File: src/rtl/wfd_pkg.sv
package wfd_pkg;
  // Strobes from control to datapath, at most one latch action per cycle
  typedef struct packed {
    logic wrLow;      // capture low word into staging
    logic wrEntry;    // commit {busWdata, staging} into FIFO
    logic loadLatch;  // load output latch from FIFO head
    logic shiftLatch; // move latch high word into low word
  } dpStrobe_t;

  typedef enum logic [1:0] {
    OP_NONE  = 2'd0,
    OP_SHIFT = 2'd1,
    OP_LOAD  = 2'd2
  } rdOp_t;
endpackage

File: src/rtl/wfdCtrl.sv
module wfdCtrl
  import wfd_pkg::*;
#(
  parameter int DEPTH   = 16,
  parameter int SPACING = 4,
  localparam int AW     = $clog2(DEPTH),
  localparam int GW     = $clog2(SPACING)
) (
  input  logic            clk,
  input  logic            rstN,
  input  logic            diagEn,
  input  logic            fetchLoadEn,
  input  logic            busWr,
  input  logic            busRd,
  output dpStrobe_t       strobe,
  output logic [AW-1:0]   wrAddr,
  output logic [AW-1:0]   rdAddr,
  output logic            fifoFull,
  output logic            fifoEmpty,
  output logic            spacingErr
);
  logic          accessOk, wrReq, rdReq;
  logic [AW:0]   wrPtr, rdPtr;
  logic          wrHalf, rdHalf, primed;
  logic [GW-1:0] gap;
  rdOp_t         pendOp;
  logic          execNow;

  assign accessOk  = diagEn & ~fetchLoadEn;
  assign wrReq     = busWr & accessOk;
  assign rdReq     = busRd & accessOk;
  assign fifoEmpty = (wrPtr == rdPtr);
  assign fifoFull  = (wrPtr[AW] != rdPtr[AW]) && (wrPtr[AW-1:0] == rdPtr[AW-1:0]);
  assign wrAddr    = wrPtr[AW-1:0];
  assign rdAddr    = rdPtr[AW-1:0];
  assign execNow   = (gap == GW'(1));

  always_comb begin
    strobe            = '0;
    strobe.wrLow      = wrReq & ~wrHalf;
    strobe.wrEntry    = wrReq & wrHalf & ~fifoFull;
    strobe.shiftLatch = execNow && (pendOp == OP_SHIFT);
    strobe.loadLatch  = execNow && (pendOp == OP_LOAD) && !fifoEmpty;
  end

  always_ff @(posedge clk) begin
    if (!rstN) begin
      wrPtr      <= '0;
      rdPtr      <= '0;
      wrHalf     <= 1'b0;
      rdHalf     <= 1'b0;
      primed     <= 1'b0;
      gap        <= '0;
      pendOp     <= OP_NONE;
      spacingErr <= 1'b0;
    end else begin
      if (wrReq) wrHalf <= ~wrHalf;
      if (strobe.wrEntry) wrPtr <= wrPtr + 1'b1;
      if (gap != '0) gap <= gap - 1'b1;
      if (execNow) begin
        pendOp <= OP_NONE;
        if (pendOp == OP_SHIFT) begin
          rdHalf <= 1'b1;
        end else if (pendOp == OP_LOAD) begin
          if (!fifoEmpty) begin
            rdPtr  <= rdPtr + 1'b1;
            primed <= 1'b1;
            rdHalf <= 1'b0;
          end else begin
            primed <= 1'b0;
          end
        end
      end
      if (rdReq) begin
        if (gap != '0) begin
          spacingErr <= 1'b1;
        end else begin
          gap    <= GW'(SPACING - 1);
          pendOp <= (primed && !rdHalf) ? OP_SHIFT : OP_LOAD;
        end
      end
    end
  end

  // gated accesses leave write side untouched
  assert_gated_write_R1: assert property (@(posedge clk) disable iff (!rstN)
    !accessOk |=> $stable(wrPtr) && $stable(wrHalf));
  // no commit past a full FIFO
  assert_no_overflow_R3: assert property (@(posedge clk) disable iff (!rstN)
    (wrReq && wrHalf && fifoFull) |=> $stable(wrPtr));
  // pointer distance bounded by depth
  assert_occupancy_R3: assert property (@(posedge clk) disable iff (!rstN)
    (wrPtr - rdPtr) <= (AW+1)'(DEPTH));
  // reload from empty FIFO drops primed state, pointer still
  assert_no_underflow_R7: assert property (@(posedge clk) disable iff (!rstN)
    (execNow && pendOp == OP_LOAD && fifoEmpty) |=> $stable(rdPtr) && !primed);
  // early read flags error, flag is sticky
  assert_early_read_R6: assert property (@(posedge clk) disable iff (!rstN)
    (rdReq && gap != '0) |=> spacingErr);
  assert_sticky_flag_R6: assert property (@(posedge clk) disable iff (!rstN)
    spacingErr |=> spacingErr);
endmodule

File: src/rtl/wfdData.sv
module wfdData
  import wfd_pkg::*;
#(
  parameter int WORD_W = 32,
  parameter int DEPTH  = 16,
  localparam int AW    = $clog2(DEPTH),
  localparam int EW    = 2 * WORD_W
) (
  input  logic              clk,
  input  logic              rstN,
  input  dpStrobe_t         strobe,
  input  logic [AW-1:0]     wrAddr,
  input  logic [AW-1:0]     rdAddr,
  input  logic [WORD_W-1:0] busWdata,
  output logic [WORD_W-1:0] busRdata
);
  logic [EW-1:0]     entryMem [DEPTH];
  logic [WORD_W-1:0] lowStage;
  logic [EW-1:0]     outLatch;

  // Storage has no reset: register contents are undefined after reset
  always_ff @(posedge clk) begin
    if (strobe.wrLow)   lowStage <= busWdata;
    if (strobe.wrEntry) entryMem[wrAddr] <= {busWdata, lowStage};
    if (strobe.loadLatch)
      outLatch <= entryMem[rdAddr];
    else if (strobe.shiftLatch)
      outLatch[WORD_W-1:0] <= outLatch[EW-1:WORD_W];
  end

  assign busRdata = outLatch[WORD_W-1:0];

  // load and shift never ordered together
  assert_one_latch_op_R5: assert property (@(posedge clk) disable iff (!rstN)
    $onehot0({strobe.loadLatch, strobe.shiftLatch}));
  // latch holds whenever no action is ordered
  assert_latch_hold_R6: assert property (@(posedge clk) disable iff (!rstN)
    !(strobe.loadLatch || strobe.shiftLatch) |=> $stable(busRdata));
endmodule

File: src/rtl/wideFifoDiagPort.sv
module wideFifoDiagPort
  import wfd_pkg::*;
#(
  parameter int DEPTH   = 16,
  parameter int SPACING = 4
) (
  input  logic        clk,
  input  logic        rstN,
  input  logic        diagEn,
  input  logic        fetchLoadEn,
  input  logic        busWr,
  input  logic        busRd,
  input  logic [31:0] busWdata,
  output logic [31:0] busRdata,
  output logic        fifoFull,
  output logic        fifoEmpty,
  output logic        spacingErr
);
  localparam int AW = $clog2(DEPTH);

  dpStrobe_t     strobe;
  logic [AW-1:0] wrAddr, rdAddr;

  wfdCtrl #(.DEPTH(DEPTH), .SPACING(SPACING)) u_ctrl (
    .clk(clk), .rstN(rstN), .diagEn(diagEn), .fetchLoadEn(fetchLoadEn),
    .busWr(busWr), .busRd(busRd), .strobe(strobe),
    .wrAddr(wrAddr), .rdAddr(rdAddr),
    .fifoFull(fifoFull), .fifoEmpty(fifoEmpty), .spacingErr(spacingErr)
  );

  wfdData #(.WORD_W(32), .DEPTH(DEPTH)) u_data (
    .clk(clk), .rstN(rstN), .strobe(strobe),
    .wrAddr(wrAddr), .rdAddr(rdAddr),
    .busWdata(busWdata), .busRdata(busRdata)
  );
endmodule

File: config.mk
export PLATFORM = sky130hd
export DESIGN_NAME = wideFifoDiagPort
export DESIGN_NICKNAME = d
export VERILOG_FILES = /design/src/rtl/wfd_pkg.sv /design/src/rtl/wfdCtrl.sv /design/src/rtl/wfdData.sv /design/src/rtl/wideFifoDiagPort.sv
export SDC_FILE = /design/constraint.sdc
export NUM_CORES = 1
export LEC_CHECK = 0
export ABC_CLOCK_PERIOD_IN_PS = 12500
export BUFFER_PORTS_ARGS = -buffer_cell sky130_fd_sc_hd__buf_4
export CORE_MARGIN = 4
export CORE_UTILIZATION = 45
export CTS_BUF_LIST = sky130_fd_sc_hd__clkbuf_4
export CTS_CLUSTER_DIAMETER = 120
export DETAILED_ROUTE_END_ITERATION = 8
export PLACE_DENSITY = 0.61
export SYNTH_ARGS = -nofsm -noshare
export SYNTH_HDL_FRONTEND = slang
export SYNTH_SLANG_ARGS = --single-unit
File: constraint.sdc
create_clock -name clk -period 12.5 [get_ports clk]
set_clock_uncertainty 0.1 [all_clocks]
set_input_delay 1.875 -clock clk [delete_from_list [all_inputs] [get_ports clk]]
set_output_delay 1.875 -clock clk [all_outputs]
set_load 0.1 [all_outputs]
==> impl_metrics.tcl, run 1 <==
set metrics [dict create \
    outcome "completed" \
    p_leak_uw 0.0150 \
    wl_um 93900 \
    cpPeakStageDelay_ps 550 \
    startpoint_type "flip-flop" \
    hpwl_um 48600 \
    hold_path_class "flip-flop to flip-flop" \
    register_area_sq_um 34100 \
    nets 2143 \
    initialDrtViolationCount 1827 \
    coreArea_sq_um 95200 \
    setup_viol 0 \
    maxCapViolCount 0 \
    clockBufferDepth 4 \
    synth_area_sq_um 43200 \
    cp_top_family "simple AND/OR/NAND/NOR gates" \
    num_rows 113 \
    fill_cells 7492 \
    vias_per_cell 5.59 \
    post-route-min-period_ps 4810 \
    drtAntennaViolNets 0 \
    rsz0062_at_grt "no" \
    post-route-period-util_pct 38.5 \
    area_growth_pct 12.2 \
    synth_top_area_cell "edfxtp_1" \
    yosys-top-cells-area "edfxtp_1, mux4_2, a22oi_1" \
    setup_tns_ps 0 \
    grt_pass1_wl_um 139000 \
    grt_max_degree 97 \
    yosysSeqAreaShare_pct 78.9 \
    cp.required_ps 10520 \
    post_cts_resized 0 \
    p_clk_share_pct 41.7 \
    slew_headroom_pct 19.9 \
    p_comb_share_pct 0.7 \
    yosysMostFrequentCell "edfxtp_1" \
    synth_top_area_share_pct 77.9 \
    ir_worst_vdd_mv 0.0984 \
    cts_setup_buffers 0 \
    grt_pass1_vias 21383 \
    ctsHoldBuffers 0 \
    final_core_util_pct 50.9 \
    finalHoldViolCount 0 \
    crit_chain "xnor2_1 > nand4_1 > nor2_1 > buf_4" \
    async_reset_ff_share_pct 0 \
    gp_congestion 0.708 \
    slew_violations 0 \
    multiInputGateArea_sq_um 8440 \
    wl_per_cell_um 26.6 \
    track_usage_pct 18.8 \
    pre_cts_ws_ps 7360 \
    seq_power_share_pct 57.7 \
    insertion_delay_ps 1100 \
    place_area_sq_um 44900 \
    tightest_slew_ps 1200 \
    max_freq_ghz 0.208 \
    critPathSlowestCell "dfxtp_1" \
    synthDistinctLibCells 40 \
    p_per_area_nw_per_um2 150 \
    ys.flop_type "edfxtp_1" \
    hold_ws_ps 373 \
    cts_tree "done" \
    path_max_fanout 9 \
    cp.arrival_ps 2840 \
    synth-edff-count 1120 \
    final_area_sq_um 48500 \
    fp.dieH_um 318 \
    top_level_ports 73 \
    switchingPower_uw 1440 \
    critical_path_buf_inv_count 1 \
    cts-buffers-inserted 305 \
    cts.sinks 1142 \
    dieWidth_um 318 \
    antenna_found_initial 6 \
    port_buffers 72 \
    root_buffer "clkbuf_4" \
    syn_avg_cell_area_sq_um 24.0 \
    vias 19716 \
    drive_above_1_share_pct 38.5 \
    initial_core_util_pct 45.4 \
    die-area_sq_um 101000 \
    drc 0 \
    htreeDepth 5 \
    synth_cells 1801 \
    ys_ff_latch 1142 \
    path_class "flip-flop to primary output" \
    yosysWarnings 0 \
    switching_share_pct 19.8 \
    synth_top_cells_by_count "edfxtp_1, mux4_2, a22oi_1, buf_4, clkbuf_1" \
    globalRouteOverflowTotal 0 \
    path_clk_slew_ps 60 \
    finalWorstSetupSlack_ps 7690 \
    synth_fp_nets 1850 \
    internal_power_uw 5840 \
    firstDrtPassIters 5 \
    worst_setup_path_end_kind "primary output" \
]
==> kinds of logic (layout without fill, tap and decap cells) <==
| family | Yosys count | count (layout) | share of synthesized area, % |
|---|---|---|---|
| compound gates | 81 | 81 | 1.40 |
| other cells | 0 | 1 | 0 |
| mux | 327 | 327 | 16.2 |
| fa+ha+maj | 11 | 11 | 0.319 |
| simple gates | 101 | 101 | 1.18 |
| flops | 1142 | 1142 | 78.9 |
| buf+inv | 128 | 588 | 1.81 |
| xor+xnor | 11 | 11 | 0.223 |
==> power groups by stage <==
stage / sequential [uW] / combinational, uW / clock [uW]
3_3_place_gp: 4280 / 47.2 / 0
5_1_grt: 4200 / 54.0 / 3370
3_5_place_dp: 4280 / 50.2 / 0
2_1_floorplan: 4280 / 9.52 / 0
6_report: 4200 / 49.1 / 3030
4_1_cts: 4200 / 49.9 / 3140
==> per-layer routing <==
layer  track usage, %  wire length, um  vias up
li1                 -                -     8407
met1             26.1            40000    10521
met2             30.0            46100      664
met3             4.70             6200      120
met4             5.42             1510        4
met5                0               27        -
==> layout by cell type, fill, tap and decap left out, types with 3 or more instances in the layout <==
cell and instances:
clkbuf_4 416, nor2_4 3, buf_4 105, ha_1 11
xnor2_1 10, dfxtp_1 18, a21boi_0 3, mux2i_1 7
nor2b_1 7, inv_1 8, a22oi_1 64, mux4_1 16
nand2_1 43, and3_4 13, and2_1 9, nor2b_4 3
bufinv_16 6, inv_2 3, nand2b_1 3, mux4_2 272
edfxtp_1 1120, mux2_2 32, o21ai_0 7, clkinv_1 42
clkinv_2 6, nor2_1 5, dfxtp_4 3
==> stage by stage <==
step,power (uW),instances
floorplan,4290,1801
global placement,4330,3052
detailed placement,4330,3052
CTS,7390,3526
global route,7630,3527
finish,7290,3527
==> flip-flops by register name, indices dropped and copies added (netlist names), named ones only <==
name	count
u_ctrl.wrPtr	5
u_ctrl.gap	2
u_ctrl.rdPtr	5
u_data.outLatch	64
u_ctrl.pendOp	2
u_ctrl.primed	1
u_ctrl.spacingErr	1
u_ctrl.rdHalf	1
u_data.lowStage	32
u_data.entryMem	1024
u_ctrl.wrHalf	1
==> cell type report <==
type / instances / area share (%)
diodes: 1 / 0.00516
clock buffers: 416 / 6.44
clock inverters: 58 / 0.798
inverters: 8 / 0.0620
multi-input cells: 531 / 17.4
flip-flops and latches: 1142 / 70.3
well taps: 1265 / 3.27
repair buffers: 106 / 1.67
==> worst paths after layout <==
kind                                    endpoint  cells past startpoint                           start  slack [ps]
setup / recovery                       fifoEmpty                      4    u_ctrl.wrPtr[2]$_SDFFE_PN0P_        7690
hold / removal    u_ctrl.spacingErr$_SDFFE_PN0P_                      1  u_ctrl.spacingErr$_SDFFE_PN0P_         370
setup reg to reg   u_data.outLatch[11]$_DFFE_PP_                      6                       flip-flop        8390
hold reg to reg   u_ctrl.spacingErr$_SDFFE_PN0P_                      1  u_ctrl.spacingErr$_SDFFE_PN0P_         370
Note: power is estimated with default switching activity, not from simulation.
==> run 2, diff against run 1 <==
--- a/config.mk
+++ b/config.mk
@@ -5,14 +5,15 @@
 export SDC_FILE = /design/constraint.sdc
 export NUM_CORES = 1
 export LEC_CHECK = 0
-export ABC_CLOCK_PERIOD_IN_PS = 12500
+export ABC_AREA = 1
+export ABC_CLOCK_PERIOD_IN_PS = 4300
 export BUFFER_PORTS_ARGS = -buffer_cell sky130_fd_sc_hd__buf_4
 export CORE_MARGIN = 4
 export CORE_UTILIZATION = 45
 export CTS_BUF_LIST = sky130_fd_sc_hd__clkbuf_4
 export CTS_CLUSTER_DIAMETER = 120
 export DETAILED_ROUTE_END_ITERATION = 8
-export PLACE_DENSITY = 0.61
+export PLACE_DENSITY = 0.64
 export SYNTH_ARGS = -nofsm -noshare
 export SYNTH_HDL_FRONTEND = slang
 export SYNTH_SLANG_ARGS = --single-unit
==> constraint.sdc (replaced) <==
create_clock -name clk -period 4.3 [get_ports clk]
set_clock_uncertainty 0.1 [all_clocks]
set_input_delay 0.645 -clock clk [delete_from_list [all_inputs] [get_ports clk]]
set_output_delay 0.645 -clock clk [all_outputs]
set_load 0.1 [all_outputs]
==> impl_metrics.tcl, run 2 <==
set metrics [dict create \
    yosys-top-cells-area "edfxtp_1, nand2_1, nand3_1" \
    setup_viol 0 \
    switchingPower_uw 4370 \
    post-route-min-period_ps 3380 \
    outcome "completed" \
    synthDistinctLibCells 30 \
    fp.dieH_um 324 \
    ir_worst_vdd_mv 0.256 \
    synth_fp_nets 3530 \
    synth_top_area_share_pct 74.8 \
    initialDrtViolationCount 2871 \
    drtAntennaViolNets 0 \
    startpoint_type "input port" \
    synth_area_sq_um 45000 \
    firstDrtPassIters 5 \
    path_clk_slew_ps 60 \
    p_clk_share_pct 41.5 \
    tightest_slew_ps 1050 \
    hpwl_um 58100 \
    insertion_delay_ps 1170 \
    top_level_ports 73 \
    synth_top_area_cell "edfxtp_1" \
    post_cts_resized 0 \
    largest_registers "u_data.entryMem (1024), u_data.outLatch (64), u_data.lowStage (32)" \
    grt_pass1_vias 28433 \
    finalHoldViolCount 0 \
    maxCapViolCount 0 \
    slew_headroom_pct 30.3 \
    async_reset_ff_share_pct 0 \
    gp_congestion 0.765 \
    globalRouteOverflowTotal 0 \
    synth-edff-count 1120 \
    p_per_area_nw_per_um2 420 \
    post-route-period-util_pct 78.6 \
    track_usage_pct 21.7 \
    internal_power_uw 16900 \
    max_freq_ghz 0.296 \
    final_cell_mix "edfxtp_1, nand2_1, nand3_1, clkbuf_4, nor2_1" \
    final_common_cell "edfxtp_1" \
    switching_share_pct 20.6 \
    fill_cells 8419 \
    cts_tree "done" \
    area_growth_pct 12.3 \
    critPathSlowestCell "dlygate4sd3_1" \
    cpPeakStageDelay_ps 630 \
    largest_register "u_data.entryMem" \
    largest_reg_flops 1024 \
    cp_top_family "buffers and inverters" \
    clockBufferDepth 4 \
    stdcell_count 5182 \
    path_max_fanout 18 \
    yosysWarnings 0 \
    antenna_found_initial 4 \
    htreeDepth 5 \
    path_class "input port to flip-flop" \
    num_rows 115 \
    nets 3756 \
    crit_chain "dlygate4sd3_1 > buf_4 > inv_1 > nand3_1 > dlygate4sd3_1 > nor2_1 > nand2_1 > inv_1 > nand2_1 > nor2_4 > buf_4" \
    place_area_sq_um 46700 \
    cp.arrival_ps 4030 \
    ys_ff_latch 1142 \
    synth_cells 3481 \
    cts_setup_buffers 0 \
    cts.sinks 1142 \
    yosysSeqAreaShare_pct 75.7 \
    ys.flop_type "edfxtp_1" \
    critical_path_buf_inv_count 6 \
    seq_power_share_pct 57.6 \
    root_buffer "clkbuf_4" \
    initial_core_util_pct 45.5 \
    vias_per_cell 5.50 \
    syn_avg_cell_area_sq_um 12.9 \
    cp.required_ps 4950 \
    yosysMostFrequentCell "edfxtp_1" \
    slew_violations 0 \
    synth_top_cells_by_count "edfxtp_1, nand2_1, nand3_1, nor2_1, o21ai_0" \
    grt_pass1_wl_um 172000 \
    placed_cells 4648 \
    p_leak_uw 0.0175 \
    coreArea_sq_um 98900 \
    wl_um 113000 \
    worst_setup_path_end_kind "flip-flop" \
    port_buffers 72 \
    drc 0 \
    wl_per_cell_um 21.9 \
    final_area_sq_um 50500 \
    dieWidth_um 324 \
    p_comb_share_pct 1.0 \
    grt_max_degree 179 \
    die-area_sq_um 105000 \
    rsz0062_at_grt "no" \
    cts-buffers-inserted 307 \
    vias 28499 \
    hold_path_class "input port to flip-flop" \
    drive_above_1_share_pct 15.5 \
]
-- run 2: changes by cell type after synthesis, moves of 58 or more --
cell      before  now
o221ai_1       0   58
mux4_2       272    0
o21ai_0        7  260
buf_2          4   73
o211ai_1       1   70
a22oi_1       64    0
nand2_1       43  836
nand3_1        2  426
nor2_1         8  314
-- run 2: layer usage --
metal  vias to the layer above  global-route usage [%]  part of all wire [%]
li1                      13173                       -                     -
met1                     14025                    29.4                    43
met2                      1103                    35.7                    49
met3                       198                    3.75                   6.6
met4                         0                    7.36                   2.1
met5                         -                       0                     0
-- run 2: logic make-up (layout without fill, tap and decap cells) --
family	Yosys count	count (layout)	synth area share, %
and+or+nand+nor	1583	1583	14.4
AOI/OAI and AO/OA	449	449	5.95
xor gates and xnor gates	7	7	0.136
adders and majority gates	11	11	0.306
buffers and inverters	289	694	3.42
other	0	9	0
DFF	1142	1142	75.7
-- run 2: worst paths after layout --
path,cells past startpoint,to,from,slack [ps]
max,11,u_data.entryMem[8][26]$_DFFE_PP_,fetchLoadEn,920
min,3,u_ctrl.gap[0]$_SDFF_PN0_,rstN,260
max reg2reg,9,u_data.entryMem[8][26]$_DFFE_PP_,u_ctrl.wrPtr[2]$_SDFFE_PN0P_,1270
min reg2reg,2,u_ctrl.rdHalf$_SDFFE_PN0P_,u_ctrl.rdHalf$_SDFFE_PN0P_,370
-- run 2: power by group through the flow --
stage	Clock [uW]	Combinational, uW	Sequential, uW
2_1_floorplan	0	41.8	12400
3_3_place_gp	0	177	12500
3_5_place_dp	0	181	12500
4_1_cts	9010	209	12200
5_1_grt	9690	224	12200
6_report	8800	206	12200
-- run 2: layout make-up --
type	instances	area [sq um]	area share, %
multi-input combinational	2050	9510	18.8
clock inverter	64	299	0.592
timing repair buffer	167	1630	3.23
tap	1287	1610	3.19
clock buffer	424	3180	6.30
inverter	39	178	0.352
sequential	1142	34100	67.5
antenna	9	22.5	0.0446
-- run 2: through the flow --
step                utilization, %  TNS (ps)  setup slack [ps]  power (uW)  hold WS [ps]
floorplan                        -   -362040              -354       12500           336
global placement              47.2         0               928       12600           351
finish                        51.1         0               920       21200           259
detailed placement            47.2         0               904       12600           358
global route                  51.1         0               707       22100           163
CTS                           51.1         0               809       21400           150
-- run 2: timing repair --
action | in CTS | in global routing
setup endpoints to repair | 0 | 0
hold buffers | 37 | 0
endpoints found under the hold margin | 565 | 0
-- run 2: worst min-delay path, stage by stage --
cell,delay [ps]
dlygate4sd3_1,530
buf_4,160
o21a_1,120
